--- config.mk ---
export PLATFORM = sky130hd
export DESIGN_NAME = assoc_rd_cache
export DESIGN_NICKNAME = d
export VERILOG_FILES = /design/src/rtl/rdc_pkg.sv /design/src/rtl/rdc_tag_store.sv /design/src/rtl/rdc_lru.sv /design/src/rtl/rdc_stats.sv /design/src/rtl/assoc_rd_cache.sv
export SDC_FILE = /design/constraint.sdc
export NUM_CORES = 1
export LEC_CHECK = 0
export CAP_MARGIN = 40
export CORE_MARGIN = 2
export CORE_UTILIZATION = 40
export DETAILED_ROUTE_END_ITERATION = 12
export DONT_BUFFER_PORTS = 1
export GPL_TIMING_DRIVEN = 0
export PLACE_DENSITY = 0.61
export SYNTH_ARGS = -nofsm -noshare
export SYNTH_HDL_FRONTEND = slang
export SYNTH_SLANG_ARGS = --single-unit
export TNS_END_PERCENT = 1
--- constraint.sdc ---
create_clock -name clk -period 7.1 [get_ports clk]
set_input_delay 0.355 -clock clk [delete_from_list [all_inputs] [get_ports clk]]
set_output_delay 0.355 -clock clk [all_outputs]
set_load 0.02 [all_outputs]
--- src/rtl/rdc_pkg.sv ---
package rdc_pkg;
    localparam int WORD_W   = 32;
    localparam int BYTE_OFS = 2;

    typedef enum logic {
        ST_LOOKUP = 1'b0,
        ST_FILL   = 1'b1
    } fsm_e;

    // address bits needed to pick one of n items (0 when n is 1)
    function automatic int bits_of(input int n);
        return (n > 1) ? $clog2(n) : 0;
    endfunction

    // signal width for an index into n items (at least 1)
    function automatic int idx_w(input int n);
        return (n > 1) ? $clog2(n) : 1;
    endfunction
endpackage

--- src/rtl/rdc_tag_store.sv ---
module rdc_tag_store
    import rdc_pkg::*;
#(
    parameter int NUM_SETS = 4,
    parameter int NUM_WAYS = 2,
    parameter int TAG_W    = 28,
    parameter int LINE_W   = 32,
    parameter int IXSW     = 2,
    parameter int WYSW     = 1
)(
    input  logic                clk,
    input  logic                rst,
    input  logic [IXSW-1:0]     rd_set,
    input  logic [TAG_W-1:0]    rd_tag,
    output logic [NUM_WAYS-1:0] hit_vec,
    output logic [NUM_WAYS-1:0] valid_vec,
    output logic [LINE_W-1:0]   hit_line,
    input  logic                wr_en,
    input  logic [IXSW-1:0]     wr_set,
    input  logic [WYSW-1:0]     wr_way,
    input  logic [TAG_W-1:0]    wr_tag,
    input  logic [LINE_W-1:0]   wr_line
);
    localparam int NSLOT = 1 << IXSW;

    logic [NUM_WAYS-1:0] vld   [NSLOT];
    logic [TAG_W-1:0]    tags  [NSLOT][NUM_WAYS];
    logic [LINE_W-1:0]   lines [NSLOT][NUM_WAYS];
    logic [LINE_W-1:0]   masked [NUM_WAYS];

    always_ff @(posedge clk) begin
        if (rst) begin
            for (int s = 0; s < NSLOT; s++) vld[s] <= '0;
        end else if (wr_en) begin
            vld[wr_set][wr_way] <= 1'b1;
        end
    end

    always_ff @(posedge clk) begin
        if (wr_en) begin
            tags[wr_set][wr_way]  <= wr_tag;
            lines[wr_set][wr_way] <= wr_line;
        end
    end

    assign valid_vec = vld[rd_set];

    for (genvar w = 0; w < NUM_WAYS; w++) begin : g_way
        assign hit_vec[w] = vld[rd_set][w] && (tags[rd_set][w] == rd_tag);
        assign masked[w]  = hit_vec[w] ? lines[rd_set][w] : '0;
    end

    always_comb begin
        hit_line = '0;
        for (int w = 0; w < NUM_WAYS; w++) hit_line = hit_line | masked[w];
    end

    // a block may live in at most one way of its set
    assert_single_hit_R6: assert property (@(posedge clk) disable iff (rst)
        $onehot0(hit_vec));
endmodule

--- src/rtl/rdc_lru.sv ---
module rdc_lru
    import rdc_pkg::*;
#(
    parameter int NUM_SETS = 4,
    parameter int NUM_WAYS = 2,
    parameter int IXSW     = 2,
    parameter int WYSW     = 1
)(
    input  logic                clk,
    input  logic                rst,
    input  logic                touch_en,
    input  logic [IXSW-1:0]     touch_set,
    input  logic [WYSW-1:0]     touch_way,
    input  logic [IXSW-1:0]     vic_set,
    input  logic [NUM_WAYS-1:0] valid_vec,
    output logic [WYSW-1:0]     victim
);
    localparam int NSLOT = 1 << IXSW;

    logic [WYSW-1:0] lru_way;
    logic [WYSW-1:0] first_free;
    logic            any_free;

    always_comb begin
        any_free   = 1'b0;
        first_free = '0;
        for (int w = NUM_WAYS - 1; w >= 0; w--) begin
            if (!valid_vec[w]) begin
                any_free   = 1'b1;
                first_free = WYSW'(w);
            end
        end
    end

    assign victim = any_free ? first_free : lru_way;

    if (NUM_WAYS == 1) begin : g_one
        assign lru_way = '0;
    end else if (NUM_WAYS == 2) begin : g_bit
        // per set: index of the way used least recently
        logic old_way [NSLOT];
        always_ff @(posedge clk) begin
            if (rst) begin
                for (int s = 0; s < NSLOT; s++) old_way[s] <= 1'b0;
            end else if (touch_en) begin
                old_way[touch_set] <= ~touch_way[0];
            end
        end
        assign lru_way = WYSW'(old_way[vic_set]);

        assert_lru_flip_R6: assert property (@(posedge clk) disable iff (rst)
            touch_en |=> (old_way[$past(touch_set)] != $past(touch_way[0])));
    end else begin : g_age
        // per way recency rank, 0 = most recent
        logic [WYSW-1:0] age [NSLOT][NUM_WAYS];
        always_ff @(posedge clk) begin
            if (rst) begin
                for (int s = 0; s < NSLOT; s++)
                    for (int w = 0; w < NUM_WAYS; w++) age[s][w] <= WYSW'(w);
            end else if (touch_en) begin
                for (int w = 0; w < NUM_WAYS; w++) begin
                    if (WYSW'(w) == touch_way)
                        age[touch_set][w] <= '0;
                    else if (age[touch_set][w] < age[touch_set][touch_way])
                        age[touch_set][w] <= age[touch_set][w] + 1'b1;
                end
            end
        end
        always_comb begin
            lru_way = '0;
            for (int w = 0; w < NUM_WAYS; w++)
                if (age[vic_set][w] == WYSW'(NUM_WAYS - 1)) lru_way = WYSW'(w);
        end

        assert_touch_newest_R6: assert property (@(posedge clk) disable iff (rst)
            touch_en |=> (age[$past(touch_set)][$past(touch_way)] == '0));
    end
endmodule

--- src/rtl/rdc_stats.sv ---
module rdc_stats #(
    parameter int CNT_W = 16
)(
    input  logic             clk,
    input  logic             rst,
    input  logic             inc_acc,
    input  logic             inc_miss,
    output logic [CNT_W-1:0] acc_count,
    output logic [CNT_W-1:0] miss_count
);
    localparam logic [CNT_W-1:0] CNT_MAX = '1;

    always_ff @(posedge clk) begin
        if (rst) begin
            acc_count  <= '0;
            miss_count <= '0;
        end else begin
            if (inc_acc && acc_count != CNT_MAX)   acc_count  <= acc_count + 1'b1;
            if (inc_miss && miss_count != CNT_MAX) miss_count <= miss_count + 1'b1;
        end
    end

    assert_miss_le_acc_R7: assert property (@(posedge clk) disable iff (rst)
        miss_count <= acc_count);
endmodule

--- src/rtl/assoc_rd_cache.sv ---
module assoc_rd_cache
    import rdc_pkg::*;
#(
    parameter int ADDR_W    = 32,
    parameter int CAP_WORDS = 8,
    parameter int BLK_WORDS = 1,
    parameter int NUM_WAYS  = 2,
    parameter int CNT_W     = 16
)(
    input  logic                      clk,
    input  logic                      rst,
    input  logic                      ld_req,
    input  logic [ADDR_W-1:0]         ld_addr,
    output logic                      ld_stall,
    output logic                      ld_done,
    output logic [WORD_W-1:0]         ld_data,
    output logic                      mem_req,
    output logic [ADDR_W-1:0]         mem_addr,
    input  logic                      mem_rsp_valid,
    input  logic [BLK_WORDS*WORD_W-1:0] mem_rsp_data,
    output logic [CNT_W-1:0]          acc_count,
    output logic [CNT_W-1:0]          miss_count
);
    localparam int NUM_BLKS = CAP_WORDS / BLK_WORDS;
    localparam int NUM_SETS = NUM_BLKS / NUM_WAYS;
    localparam int BO_W     = bits_of(BLK_WORDS);
    localparam int IX_W     = bits_of(NUM_SETS);
    localparam int TAG_W    = ADDR_W - BYTE_OFS - BO_W - IX_W;
    localparam int BOSW     = idx_w(BLK_WORDS);
    localparam int IXSW     = idx_w(NUM_SETS);
    localparam int WYSW     = idx_w(NUM_WAYS);
    localparam int LINE_W   = BLK_WORDS * WORD_W;
    localparam int ALIGN_SH = BYTE_OFS + BO_W;

    typedef struct packed {
        logic [TAG_W-1:0] tag;
        logic [IXSW-1:0]  set;
        logic [BOSW-1:0]  word;
    } fields_t;

    function automatic fields_t split(input logic [ADDR_W-1:0] a);
        logic [ADDR_W-1:0] wa;
        fields_t f;
        wa     = a >> BYTE_OFS;
        f.word = BOSW'(wa % ADDR_W'(BLK_WORDS));
        f.set  = IXSW'((wa / ADDR_W'(BLK_WORDS)) % ADDR_W'(NUM_SETS));
        f.tag  = TAG_W'(wa / ADDR_W'(BLK_WORDS * NUM_SETS));
        return f;
    endfunction

    function automatic logic [WORD_W-1:0] pick(input logic [LINE_W-1:0] line,
                                               input logic [BOSW-1:0] w);
        logic [WORD_W-1:0] r;
        r = '0;
        for (int k = 0; k < BLK_WORDS; k++)
            if (w == BOSW'(k)) r = line[k*WORD_W +: WORD_W];
        return r;
    endfunction

    fsm_e                state;
    fields_t             req_f, pend_f;
    logic [NUM_WAYS-1:0] hit_vec, valid_vec;
    logic [LINE_W-1:0]   hit_line;
    logic                hit, accept, fill, touch_en;
    logic [WYSW-1:0]     hit_idx, victim, touch_way;
    logic [IXSW-1:0]     look_set, touch_set;

    assign req_f    = split(ld_addr);
    assign ld_stall = (state == ST_FILL);
    assign accept   = ld_req && (state == ST_LOOKUP);
    assign fill     = (state == ST_FILL) && mem_rsp_valid;
    assign look_set = (state == ST_FILL) ? pend_f.set : req_f.set;
    assign hit      = |hit_vec;

    always_comb begin
        hit_idx = '0;
        for (int w = 0; w < NUM_WAYS; w++) if (hit_vec[w]) hit_idx = WYSW'(w);
    end

    assign touch_en  = (accept && hit) || fill;
    assign touch_set = fill ? pend_f.set : req_f.set;
    assign touch_way = fill ? victim : hit_idx;

    rdc_tag_store #(
        .NUM_SETS(NUM_SETS), .NUM_WAYS(NUM_WAYS), .TAG_W(TAG_W),
        .LINE_W(LINE_W), .IXSW(IXSW), .WYSW(WYSW)
    ) u_store (
        .clk(clk), .rst(rst),
        .rd_set(look_set), .rd_tag(req_f.tag),
        .hit_vec(hit_vec), .valid_vec(valid_vec), .hit_line(hit_line),
        .wr_en(fill), .wr_set(pend_f.set), .wr_way(victim),
        .wr_tag(pend_f.tag), .wr_line(mem_rsp_data)
    );

    rdc_lru #(
        .NUM_SETS(NUM_SETS), .NUM_WAYS(NUM_WAYS), .IXSW(IXSW), .WYSW(WYSW)
    ) u_lru (
        .clk(clk), .rst(rst),
        .touch_en(touch_en), .touch_set(touch_set), .touch_way(touch_way),
        .vic_set(pend_f.set), .valid_vec(valid_vec), .victim(victim)
    );

    rdc_stats #(.CNT_W(CNT_W)) u_stats (
        .clk(clk), .rst(rst),
        .inc_acc(accept), .inc_miss(accept && !hit),
        .acc_count(acc_count), .miss_count(miss_count)
    );

    always_ff @(posedge clk) begin
        if (rst) begin
            state    <= ST_LOOKUP;
            ld_done  <= 1'b0;
            ld_data  <= '0;
            mem_req  <= 1'b0;
            mem_addr <= '0;
            pend_f   <= '0;
        end else begin
            ld_done <= 1'b0;
            mem_req <= 1'b0;
            case (state)
                ST_LOOKUP: begin
                    if (accept) begin
                        if (hit) begin
                            ld_done <= 1'b1;
                            ld_data <= pick(hit_line, req_f.word);
                        end else begin
                            state    <= ST_FILL;
                            mem_req  <= 1'b1;
                            pend_f   <= req_f;
                            mem_addr <= (ld_addr >> ALIGN_SH) << ALIGN_SH;
                        end
                    end
                end
                ST_FILL: begin
                    if (mem_rsp_valid) begin
                        state   <= ST_LOOKUP;
                        ld_done <= 1'b1;
                        ld_data <= pick(mem_rsp_data, pend_f.word);
                    end
                end
                default: state <= ST_LOOKUP;
            endcase
        end
    end

    assert_hit_next_cycle_R3: assert property (@(posedge clk) disable iff (rst)
        (accept && hit) |=> (ld_done && !ld_stall && !mem_req));
    assert_miss_fetch_R4: assert property (@(posedge clk) disable iff (rst)
        (accept && !hit) |=> (ld_stall && mem_req));
    assert_req_pulse_R4: assert property (@(posedge clk) disable iff (rst)
        mem_req |=> !mem_req);
    assert_fill_return_R5: assert property (@(posedge clk) disable iff (rst)
        fill |=> (ld_done && !ld_stall));
    assert_stall_ignores_R10: assert property (@(posedge clk) disable iff (rst)
        (ld_stall && !mem_rsp_valid) |=> ($stable(acc_count) && ld_stall && !mem_req));
endmodule

* After elaboration in Yosys (flattened, before gate mapping)
Memory sizes are Yosys's and may differ from the RTL's. A register that Yosys moved wholly into a read port is not among the register bits.
Index checks and enable logic that the tools add are counted.
** Cells by class
- Divide/modulo/power cells :: 0
- Equality and inequality tests :: 7
- Muxes and demuxes :: 46
- Reduce and logical (&&, ||, !) cells :: 18
- Add/subtract/negate cells :: 2
- Multipliers :: 0
- Shift-type cells :: 0
- Order comparisons :: 4
- Bitwise operators :: 5
** Operators with widths (number)
- two-way mux 32 bit :: 6
- two-way mux 64 bit :: 1
- case mux 32 bit (2 select lines) :: 1
- equality test 28 bit :: 2
- two-way mux 56 bit :: 1
- adder 16 x 1 -> 16 bit, second input constant :: 2
- demux 32 bit (select 1 bit) :: 1
- != test 16 bit, second input constant :: 2
- OR 32 bit :: 1
- demux 28 bit (select 1 bit) :: 1
- two-way mux 28 bit :: 1
- two-way mux 1 bit :: 22
- two-way mux 2 bit :: 9
- logical AND 1 bit :: 10
- != test 2 bit, second input constant :: 3
- AND reduction 3 bit :: 2
- OR reduction 2 bit :: 3
- case mux 1 bit (2 select lines) :: 2
- inverter 1 bit :: 3
- >= comparator 2 bit, second input constant :: 1
- < comparator 1 x 2 -> 1 bit, second input constant :: 1
- < comparator 2 x 1 -> 1 bit, second input constant :: 1
- inverter 1 -> 2 bit :: 1
- demux 1 bit (select 1 bit) :: 1
- 4 further kinds :: 4
** Word-level totals
- Register bits :: 127
- Memories kept :: 4
- Memory bits (writable) :: 492
- Bits in read-only memories :: 0
- Input port bits :: 68
- Latch bits :: 0
- Word-level logic and storage cells :: 95
- Output and inout bits :: 99
** Memories
- u_store.lines :: words 4, bits a word 64, rd ports 1, clocked after Yosys merged registers in 0, write ports 1, RTL line rdc_tag_store.sv:28 : logic [LINE_W-1:0] lines [NSLOT][NUM_WAYS];
- u_store.tags :: words 4, bits a word 56, rd ports 1, clocked after Yosys merged registers in 0, write ports 1, RTL line rdc_tag_store.sv:27 : logic [TAG_W-1:0] tags [NSLOT][NUM_WAYS];
- u_store.vld :: words 4, bits a word 2, rd ports 1, clocked after Yosys merged registers in 0, write ports 4, RTL line rdc_tag_store.sv:26 : logic [NUM_WAYS-1:0] vld [NSLOT];
- u_lru.g_bit.old_way :: words 4, bits a word 1, rd ports 1, clocked after Yosys merged registers in 1, write ports 4, RTL line rdc_lru.sv:41 : logic old_way [NSLOT];

* Longest topological paths before layout
Gate-level depths: netlist (run 1).
An unclocked memory read counts as a cell.
- Depth after elaboration :: 12
- Mapped depth :: 16
- Mapped depth without buffers :: 10

* Hierarchy
Synthesis (run 1) repeated with hierarchy kept, for this count alone.
** Unflattened totals
- Cells, all modules :: 1462
- Area total of the unflattened synthesis :: 24599.8 sq um
** By module, submodules not included
- rdc_tag_store :: cells an instance 944, instances 1, seq. area each 14654.1 sq um, area an instance 19815.3 sq um
- assoc_rd_cache :: cells an instance 303, instances 1, seq. area each 1301.2 sq um, area an instance 2907.8 sq um
- rdc_stats :: cells an instance 194, instances 1, seq. area each 640.6 sq um, area an instance 1639.1 sq um
- rdc_lru :: cells an instance 21, instances 1, seq. area each 120.1 sq um, area an instance 237.7 sq um

* Least setup slack after synthesis (run 1)
OpenSTA, ideal clock, no wires.
- Path kind :: reg2reg
- Start point :: register state (netlist: ld_stall)
- End point :: memory u_store.vld[0][1] (enable)
- Clock period less this slack :: 7.446 ns
- Required time :: 6.789 ns
- Arrival time :: 7.135 ns
- Setup slack :: -0.346 ns
- Library setup time :: 0.311 ns
- Path buffers :: 5
- Stages on the path, launching flop included :: 11
- Path through :: dfxtp_1 -> buf_2 -> mux2_4 -> buf_2 -> buf_2 -> buf_1 -> buf_1 -> o221ai_1 -> or2_2 -> nor3_1 -> or2_2
** RTL lines
- start: declaration :: RTL line assoc_rd_cache.sv:60 : fsm_e state;
- start signal: assignment :: RTL line assoc_rd_cache.sv:111 : state <= ST_LOOKUP;
- start signal: assignment :: RTL line assoc_rd_cache.sv:127 : state <= ST_FILL;
- start signal: assignment :: RTL line assoc_rd_cache.sv:136 : state <= ST_LOOKUP;
- end: declaration :: RTL line rdc_tag_store.sv:26

* Final worst setup path (run 1)
- Start point :: register state (netlist: ld_stall)
- End point :: register ld_data[13]
** On the way
- Cells in the longest elaborated chain, start to end :: 9
- Elaborated cells on any way between the ends :: 21
- Those cells by class :: 5 x eq/ne; 6 x mux; 2 x bitwise; 5 x reduce/logical; 3 x memory
** RTL lines
- two-way mux 2 bit :: RTL line assoc_rd_cache.sv:72 : assign look_set = (state == ST_FILL) ? pend_f.set : req_f.set;
- memory read (4 x 56 bit)
- equality test 28 bit :: RTL line rdc_tag_store.sv:49 : assign hit_vec[w] = vld[rd_set][w] && (tags[rd_set][w] == rd_tag);
- logical AND 1 bit :: RTL line rdc_tag_store.sv:49
- two-way mux 32 bit :: RTL line rdc_tag_store.sv:50 : assign masked[w] = hit_vec[w] ? lines[rd_set][w] : '0;
- OR 32 bit :: RTL line rdc_tag_store.sv:55 : for (int w = 0; w < NUM_WAYS; w++) hit_line = hit_line | masked[w];
- two-way mux 32 bit :: RTL line assoc_rd_cache.sv:123 : if (hit) begin
- two-way mux 32 bit :: RTL line assoc_rd_cache.sv:122 : if (accept) begin
- case mux 32 bit (2 select lines) :: RTL line assoc_rd_cache.sv:120 : case (state)
- end signal: assignment :: RTL line assoc_rd_cache.sv:125 : ld_data <= pick(hit_line, req_f.word);
- end signal: assignment :: RTL line assoc_rd_cache.sv:138 : ld_data <= pick(mem_rsp_data, pend_f.word);
- end: declaration :: RTL line assoc_rd_cache.sv:16 : output logic [WORD_W-1:0] ld_data,
Several ways; a longest one is shown, not always the timed one. The select of a mux whose other input is x is not followed.
A chain may end at the register's enable or synchronous reset.

==> results.cfg, run 1 <==
[status]
outcome = completed

[global_routing]
grt_max_degree = 23
overflow = 0
antenna_found_initial = 3
grt_usage_pct = 24.00
grt_pass1_wl_um = 117100
grt_pass1_vias = 17720

[floorplanning]
die_h_um = 255.9
rows = 92
dieArea_mm2 = 0.06547
die_w_um = 255.9
core_area_mm2 = 0.06285
start_util_pct = 40.37
io_pins = 167

[sta]
final_hold_viol_count = 0
setup_ws_ns = 1.000
setup_viol = 0
whs_ns = 0.02651
period_share_pct = 85.92
rsz0062_at_grt = false
fin_crit_ns = 6.100
fmax_mhz = 163.9
final.setup.tns_ns = 0
slew_viol_final = 0
maxSlewHeadroom_pct = 39.88
tightest_slew_ns = 0.8904
fin_skew_ns = 0.02524

[worst_setup_path]
reg2reg_to = ld_data[13]
crit_required_ns = 7.63
r2r_setup_slack_ns = 1.0
end_kind = flip-flop
crit_slowest_cell = nor4_2
crit_path_end = ld_data[13]
reg2reg_from = ld_stall
arrival_ns = 6.63
critPathMostFrequentCell = buf_2
cp_max_fo = 10
worstSetupStartpointType = flip-flop
crit_start = ld_stall
reg2reg_depth = 13
path_cells = buf_2 -> mux2i_1 -> buf_2 -> buf_2 -> clkbuf_1 -> o221ai_1 -> o41ai_1 -> o21ai_0 -> or4_1 -> nor4_2 -> clkbuf_1 -> a211oi_1 -> o2bb2ai_1
slowest_delay_ns = 0.80
criticalPathCategory = reg2reg

[yosys]
synth.top_cell.area_share_pct = 58.22
syn_area_mm2 = 0.02538
syn_inst = 1929
synth_edf_count = 492
async_reset_ff_share_pct = 0
yosysUniqueCellTypes = 75
yosys_most_used_dff = edfxtp_1
synth_area_per_cell_um2 = 13.15
synth_area_leaders = edfxtp_1, dfxtp_1, mux4_2
ys_seq_elements = 591
yosysTopAreaCell = edfxtp_1
yosys_warnings = 0
yosysSeqAreaShare_pct = 66.03

[detailed_routing]
drt_first_pass_iters = 6
initialDrtViolationCount = 2040
drtAntennaViolNets = 0
wl_um = 80090
remaining_drc_errors = 0
via_per_inst = 5.969
vias = 17896
wl_per_cell_um = 26.72

[clock_tree]
clock_sinks = 591
cts_tree = built
cts_root_buf = clkbuf_16
cts_resized = 0
htreeDepth = 3
cts_setup_buffers = 0
path_clk_slew_ns = 0.06
hold_buffers = 57
clk_path_buf_depth = 3
cts_inserted_buffers = 66
insertion_delay_ns = 0.62

[layout]
layout_common_cells = edfxtp_1, nand2_1, dfxtp_1
nets = 2164
drive_gt1_share_pct = 12.77
area_growth_pct = 18.27
layout_commonest_cell = edfxtp_1
final_area_mm2 = 0.03001
fillers = 5568

[pwr]
p_total_mw = 8.072
p_per_area_mw_per_mm2 = 269.0
p_leak_nw = 9.888
ir_drop_v = 0.0002326

[run]
max_cap_viol_count = 0

[placement]
numPortBuffers = 0
pre_cts_ws_ns = 1.329
post_dp_cell_area_mm2 = 0.02720
gp_congestion = 0.9298
dp_hpwl_um = 52490

[hold_path]
hp-class = in2reg
[where the power goes]
group / internal [mW] / switching (mW)
logic: 0.258 / 0.436
clock network: 2.09 / 1.41
registers: 3.80 / 0.0694
total: 6.15 / 1.92
[registers in the layout, indices dropped and copies added, names as in the netlist, named ones only]
register and cells:
mem_req 1, u_stats.miss_count 16, u_stats.acc_count 16, mem_addr 1, u_store.tags 224, pend_f 29
u_store.vld 8, ld_data 32, u_store.lines 256, u_lru.g_bit.old_way 4, ld_stall 1, ld_done 1
[Yosys cell counts, types with 19 or more instances]
| cell | instances |
|---|---|
| nand4_1 | 22 |
| nand3_1 | 60 |
| mux4_2 | 42 |
| and3_1 | 49 |
| buf_2 | 33 |
| a21oi_1 | 59 |
| edfxtp_1 | 492 |
| a211oi_1 | 41 |
| dfxtp_1 | 99 |
| inv_1 | 19 |
| and2_1 | 51 |
| a311o_1 | 33 |
| a22oi_1 | 33 |
| o2bb2ai_1 | 33 |
| nor3_1 | 45 |
| nand2b_1 | 25 |
| nor2b_1 | 36 |
| nor2_1 | 62 |
| buf_1 | 22 |
| o21ai_0 | 44 |
| mux2i_1 | 36 |
| xnor2_1 | 20 |
| clkbuf_1 | 77 |
| nand2_1 | 249 |
[worst min path at each step]
stage	startpoint	to	cells after the start
global route	mem_rsp_data[29]	ld_data[29]	3
detailed placement	mem_rsp_data[17]	u_store.lines[2][49]	0
global placement	mem_rsp_data[17]	u_store.lines[2][49]	0
finish	mem_rsp_data[25]	ld_data[25]	3
CTS	mem_rsp_data[16]	ld_data[16]	3
floorplan	mem_rsp_data[0]	u_store.lines[0][0]	0
[final cells by class]
type	count	area (um2)	area share [%]
Buffer	140	604.3	2.014
Timing Repair Buffer	96	1270	4.231
Sequential cell	591	16760	55.83
Clock inverter	27	334.1	1.113
Antenna cell	6	15.01	0.05003
Multi-Input combinational cell	1180	8009	26.69
Inverter	19	71.32	0.2376
Clock buffer	93	1894	6.312
Tap cell	846	1059	3.527
[per-stage QoR]
step	utilization, %	instances
2_1_floorplan	-	1930
3_3_place_gp	42.07	2776
3_5_place_dp	43.28	2815
4_1_cts	47.73	2992
5_1_grt	47.73	2992
6_report	47.75	2998
[routing by layer]
metal  GRT usage, %  vias up  wire length [um]
met2          39.45      899             38350
met5              0        -                11
met1          30.72     9038             31570
met4          8.447        2              2859
li1               -     7776                 -
met3          6.348      181              7307
[worst max-delay path: cells and delay by family, from the launching register on]
family                 cells  cell delay [ns]
buffers and inverters      5             2.49
and+or+nand+nor            2             1.48
AOI/OAI and AO/OA          5             1.09
DFF                        1             0.50
muxes                      1             0.44
[cells by family (layout without fill, tap and decap cells)]
logic type	Yosys count	count (layout)	share of synthesized area (%)
xor gates and xnor gates	34	34	1.174
other	1	8	0.01478
and+or+nand+nor	668	668	13.20
buffers and inverters	159	375	2.663
muxes	86	86	5.562
adders and majority gates	2	2	0.09860
AOI/OAI and AO/OA	388	388	11.26
DFF	591	591	66.03
No activity file was read; power rests on OpenSTA's default activity.
==> run 2: changes to the inputs <==
--- a/config.mk
+++ b/config.mk
@@ -12,6 +12,8 @@
 export DONT_BUFFER_PORTS = 1
 export GPL_TIMING_DRIVEN = 0
 export PLACE_DENSITY = 0.61
+export REMOVE_ABC_BUFFERS = 1
+export SLEW_MARGIN = 20
 export SYNTH_ARGS = -nofsm -noshare
 export SYNTH_HDL_FRONTEND = slang
 export SYNTH_SLANG_ARGS = --single-unit
==> run 2 against run 1 <==
  * Sequential share of layout area about the same
  * Count of clock-buffer cells in the layout decreased by 3
  * Global-route usage decreased by 3.3 points
  * Clock power shrank 11%
  * Critical path depth unchanged
  * Clock skew decreased by 0.0026 ns
  * Combinational power fell by 7.3%
  * Flip-flop and latch count unchanged
  * Final cell count is 3.7% lower
  * Largest cell class unchanged
  * Largest power group unchanged
==> results.cfg, run 2 (synthesis gave the netlist of run 1 again) <==
[pwr]
p_int_mw = 5.921
swShare_pct = 22.62
p_clk_share_pct = 40.9
p_per_area_mw_per_mm2 = 254.8
seq_power_share_pct = 50.7
p_leak_nw = 9.873
power.switching_mw = 1.731
comb_power_share_pct = 8.4
ir_drop_v = 0.0001833

[layout]
nets = 2060
layout_common_cells = edfxtp_1, nand2_1, dfxtp_1
ff_latch_area_mm2 = 0.01676
drive_gt1_share_pct = 13.09
largest_reg_flops = 256
layout_commonest_cell = edfxtp_1
reg.largest.list = u_store.lines x256, u_store.tags x224, ld_data x32
diodes = 0
utilization_pct = 47.77
multi_input_area_mm2 = 0.008107
area_growth_pct = 18.33
fillers = 5487
top_register = u_store.lines

[worst_setup_path]
crit_required_ns = 7.61
critPathMostFrequentCell = buf_6
arrival_ns = 6.18
slowest_delay_ns = 0.76
end_kind = flip-flop
crit_slowest_cell = dfxtp_4
cp_max_fo = 93
path_cells = mux2_8 -> buf_16 -> mux2i_1 -> o2bb2ai_1 -> o41ai_1 -> o21ai_0 -> or4_1 -> o32ai_4 -> buf_6 -> buf_8 -> buf_6 -> nor3_1 -> mux2_1
criticalPathCategory = reg2reg
worstSetupStartpointType = flip-flop

[placement]
gp_congestion = 0.7989
dp_hpwl_um = 43590
numPortBuffers = 0
pre_cts_ws_ns = 1.507

[sta]
fin_skew_ns = 0.02268
rsz0062_at_grt = false
maxSlewHeadroom_pct = 44.47
tightest_slew_ns = 0.8156
period_share_pct = 79.93
setup_ws_ns = 1.425
fmax_mhz = 176.2
slew_viol_final = 0
whs_ns = 0.02889
final_hold_viol_count = 0
setup_viol = 0
fin_crit_ns = 5.675

[detailed_routing]
initialDrtViolationCount = 1669
via_per_inst = 5.833
remaining_drc_errors = 0
vias = 16833
drtAntennaViolNets = 0
wl_per_cell_um = 23.78
drt_first_pass_iters = 5
wl_um = 68640

[floorplanning]
io_pins = 167
rows = 92
die_h_um = 255.9
core_area_mm2 = 0.06285
die_w_um = 255.9
dieArea_mm2 = 0.06547
start_util_pct = 40.37

[clock_tree]
cts_inserted_buffers = 58
htreeDepth = 2
clock_sinks = 591
hold_buffers = 66
cts_root_buf = clkbuf_16
cts_tree = built
clk_path_buf_depth = 3
cts_setup_buffers = 0
path_clk_slew_ns = 0.06
insertion_delay_ns = 0.63
cts_resized = 0

[global_routing]
grt_max_degree = 94
grt_pass1_vias = 16600
grt_usage_pct = 20.67
antenna_found_initial = 3
overflow = 0
grt_pass1_wl_um = 104500

[hold_path]
hp-class = in2reg

[status]
outcome = completed

[run]
max_cap_viol_count = 0
-- run 2: cell count changes in the layout (fill, tap and decap cells not counted), sizes merged, moves of 5 or more --
cell | previous run | this run
buf | 102 | 75
diode | 6 | 0
clkbuf | 170 | 90
dlygate4sd3 | 57 | 65
clkinv | 18 | 13
-- run 2: per-stage QoR --
stage / power [mW] / TNS, ns / instance area (um2) / cells
floorplan: 4.308 / -1140.08 / 24780 / 1790
global placement: 4.489 / -6493.51 / 25830 / 2636
detailed placement: 4.532 / 0 / 27380 / 2709
CTS: 7.710 / 0 / 30020 / 2885
global route: 7.901 / 0 / 30030 / 2886
finish: 7.652 / 0 / 30030 / 2886
-- run 2: path summary, 6_finish.rpt --
path / startpoint / end / slack [ns] / cells after the start
setup / recovery: ld_stall / u_stats.miss_count[15] / 1.43 / 13
hold / removal: mem_rsp_data[13] / ld_data[13] / 0.03 / 3
setup reg to reg: ld_stall / u_stats.miss_count[15] / 1.43 / 13
hold reg to reg: ld_data[20] / ld_data[20] / 0.57 / 1
-- run 2: per-layer routing --
| metal | up-vias | global-route usage [%] | part of all wire, % |
|---|---|---|---|
| li1 | 7545 | - | - |
| met1 | 8619 | 27.04 | 41 |
| met2 | 555 | 33.97 | 48 |
| met3 | 110 | 5.318 | 7.7 |
| met4 | 4 | 6.124 | 2.4 |
| met5 | - | 0 | 0.035 |
-- run 2: critical path, delay by kind of cell (launching register included) --
kind	cells	cell delay, ns
AOI/OAI and AO/OA	4	1.65
buffers and inverters	4	1.01
DFF	1	0.76
and+or+nand+nor	2	0.78
muxes	3	1.21
-- run 2: cell type report --
cell class              count  share of cell area, %
multi-input cells        1180                  27.00
well taps                 846                  3.525
clock inverters            20                 0.8292
inverters                  19                 0.2375
clock buffers              90                  5.705
repair buffers            140                  6.876
flip-flops and latches    591                  55.83
-- run 2: power by group through the flow --
stage | logic, mW | clock network, mW | registers, mW
after global routing | 0.696 | 3.32 | 3.88
after CTS | 0.645 | 3.19 | 3.88
final | 0.643 | 3.13 | 3.88
after detailed placement | 0.581 | 0 | 3.95
after floorplan | 0.372 | 0 | 3.94
after global placement | 0.519 | 0 | 3.97
==> run 3: changes to the inputs <==
==> constraint.sdc (replaced) <==
create_clock -name clk -period 4.9 [get_ports clk]
set_input_delay 0.245 -clock clk [delete_from_list [all_inputs] [get_ports clk]]
set_output_delay 0.245 -clock clk [all_outputs]
set_load 0.02 [all_outputs]
==> run 3 against run 2 <==
  * Flip-flop and latch count unchanged
  * Global-route usage up 0.44 points
  * Combinational power up 52%
  * Clock power up 45%
  * Routed wire length up 2.2%
  * Via count up 1.1%
  * Power up 45%
  * Sequential power up 45%
  * Sequential share of layout area down 0.28 points
  * Utilization up 0.25 points
  * Final cell count up 0.42%
==> results.cfg, run 3 (synthesis gave the netlist of run 1 again) <==
[clock_tree]
cts_tree = built
clock_sinks = 591
insertion_delay_ns = 0.63
cts_root_buf = clkbuf_16
cts_inserted_buffers = 58
clk_path_buf_depth = 3
htreeDepth = 2
path_clk_slew_ns = 0.06

[detailed_routing]
vias = 17016
drt_first_pass_iters = 6
wl_um = 70150
drtAntennaViolNets = 0
wl_per_cell_um = 24.21
initialDrtViolationCount = 1723
remaining_drc_errors = 0
via_per_inst = 5.872

[pwr]
ir_drop_v = 0.0002650
p_per_area_mw_per_mm2 = 368.9
p_total_mw = 11.13
p_leak_nw = 9.961

[sta]
rsz0062_at_grt = false
setup_ws_ns = 0.1394
fin_skew_ns = 0.02223
final.setup.tns_ns = 0
fin_crit_ns = 4.761
slew_viol_final = 0
final_hold_viol_count = 0
fmax_mhz = 210.1
period_share_pct = 97.16
maxSlewHeadroom_pct = 43.95
tightest_slew_ns = 0.8370
setup_viol = 0

[worst_setup_path]
reg2reg_from = ld_stall
criticalPathCategory = reg2reg
end_kind = flip-flop
reg2reg_to = u_stats.miss_count[15]
cp_max_fo = 21
worstSetupStartpointType = flip-flop
reg2reg_depth = 13
r2r_setup_slack_ns = 0.14
crit_required_ns = 5.40
arrival_ns = 5.27

[global_routing]
grt_pass1_wl_um = 106300
antenna_found_initial = 2
grt_max_degree = 85
overflow = 0
grt_pass1_vias = 16826
grt_usage_pct = 21.11

[floorplanning]
core_area_mm2 = 0.06285
dieArea_mm2 = 0.06547
rows = 92
io_pins = 167
die_w_um = 255.9
die_h_um = 255.9
start_util_pct = 40.37

[layout]
nets = 2071
utilization_pct = 48.02
area_growth_pct = 18.94
layout_commonest_cell = edfxtp_1
reg.largest.list = u_store.lines x256, u_store.tags x224, ld_data x32
drive_gt1_share_pct = 13.75
top_register = u_store.lines
fillers = 5466
largest_reg_flops = 256
multi_input_area_mm2 = 0.008168
layout_common_cells = edfxtp_1, nand2_1, dfxtp_1
fin_cells = 2898
ff_latch_area_mm2 = 0.01676

[run]
max_cap_viol_count = 0

[status]
outcome = completed

[placement]
dp_hpwl_um = 43590
numPortBuffers = 0
gp_congestion = 0.7989
place_inst = 2709
pre_cts_ws_ns = -0.6934

[hold_path]
hold_start = ld_req
hp-class = in2reg
hold_path_end = pend_f[8]
worstHoldPathCells = 3
[run 3: cell type report]
cell class / instances / share of cell area, %
clock inverters: 20 / 0.8250
inverters: 19 / 0.2363
diodes: 1 / 0.008291
well taps: 846 / 3.507
clock buffers: 90 / 5.675
multi-input cells: 1183 / 27.06
repair buffers: 148 / 7.139
flip-flops and latches: 591 / 55.55
[run 3: worst max-delay path, cell delays in order, from the launching register on]
cell and delay, ns:
dfxtp_4 0.44, buf_4 0.23, nor2_2 0.62, a22oi_1 0.26, a21o_1 0.23, a211o_1 0.29, a2111o_1 0.45, or4_2 0.93
o32ai_4 0.23, buf_6 0.21, buf_8 0.18, buf_6 0.17, nor3_1 0.07, mux2_1 0.30
[run 3: layer usage]
| layer | global-route usage, % | vias up | share of wire [%] |
|---|---|---|---|
| met5 | 0 | - | 0.023 |
| met4 | 6.400 | 2 | 2.6 |
| met3 | 5.041 | 125 | 8.8 |
| met2 | 34.61 | 684 | 48 |
| met1 | 27.88 | 8641 | 41 |
| li1 | - | 7564 | - |
[run 3: through the flow]
stage / cell area, um2 / hold WS (ns)
floorplan: 24780 / 0.3141
CTS: 30150 / 0.02346
detailed placement: 27380 / 0.3236
finish: 30180 / 0.05721
global route: 30180 / 0.05242
global placement: 25830 / 0.3204
[run 3: worst max-delay path by stage]
| stage | startpoint | endpoint | cells past startpoint |
|---|---|---|---|
| finish | ld_stall | u_stats.miss_count[15] | 13 |
| CTS | ld_stall | u_lru.g_bit.old_way[1] | 12 |
| global placement | ld_stall | u_store.vld[0][1] | 6 |
| floorplan | ld_stall | u_store.vld[0][1] | 6 |
| detailed placement | ld_stall | u_stats.miss_count[15] | 12 |
| global route | ld_stall | u_stats.miss_count[15] | 12 |
[run 3: repair_timing]
action / CTS / global route
hold endpoints to repair: 372 / 0
hold buffers: 65 / 0
pin swaps: 1 / 0
gates cloned: 4 / 0
setup endpoints to repair: 91 / 12
setup buffers: 7 / 1
resized for setup: 2 / 3
[run 3: power by group]
part	internal, mW	switching, mW	total, mW
clock	2.66	1.88	4.55
sequential	5.51	0.0993	5.61
combinational	0.418	0.557	0.975
total	8.59	2.54	11.1
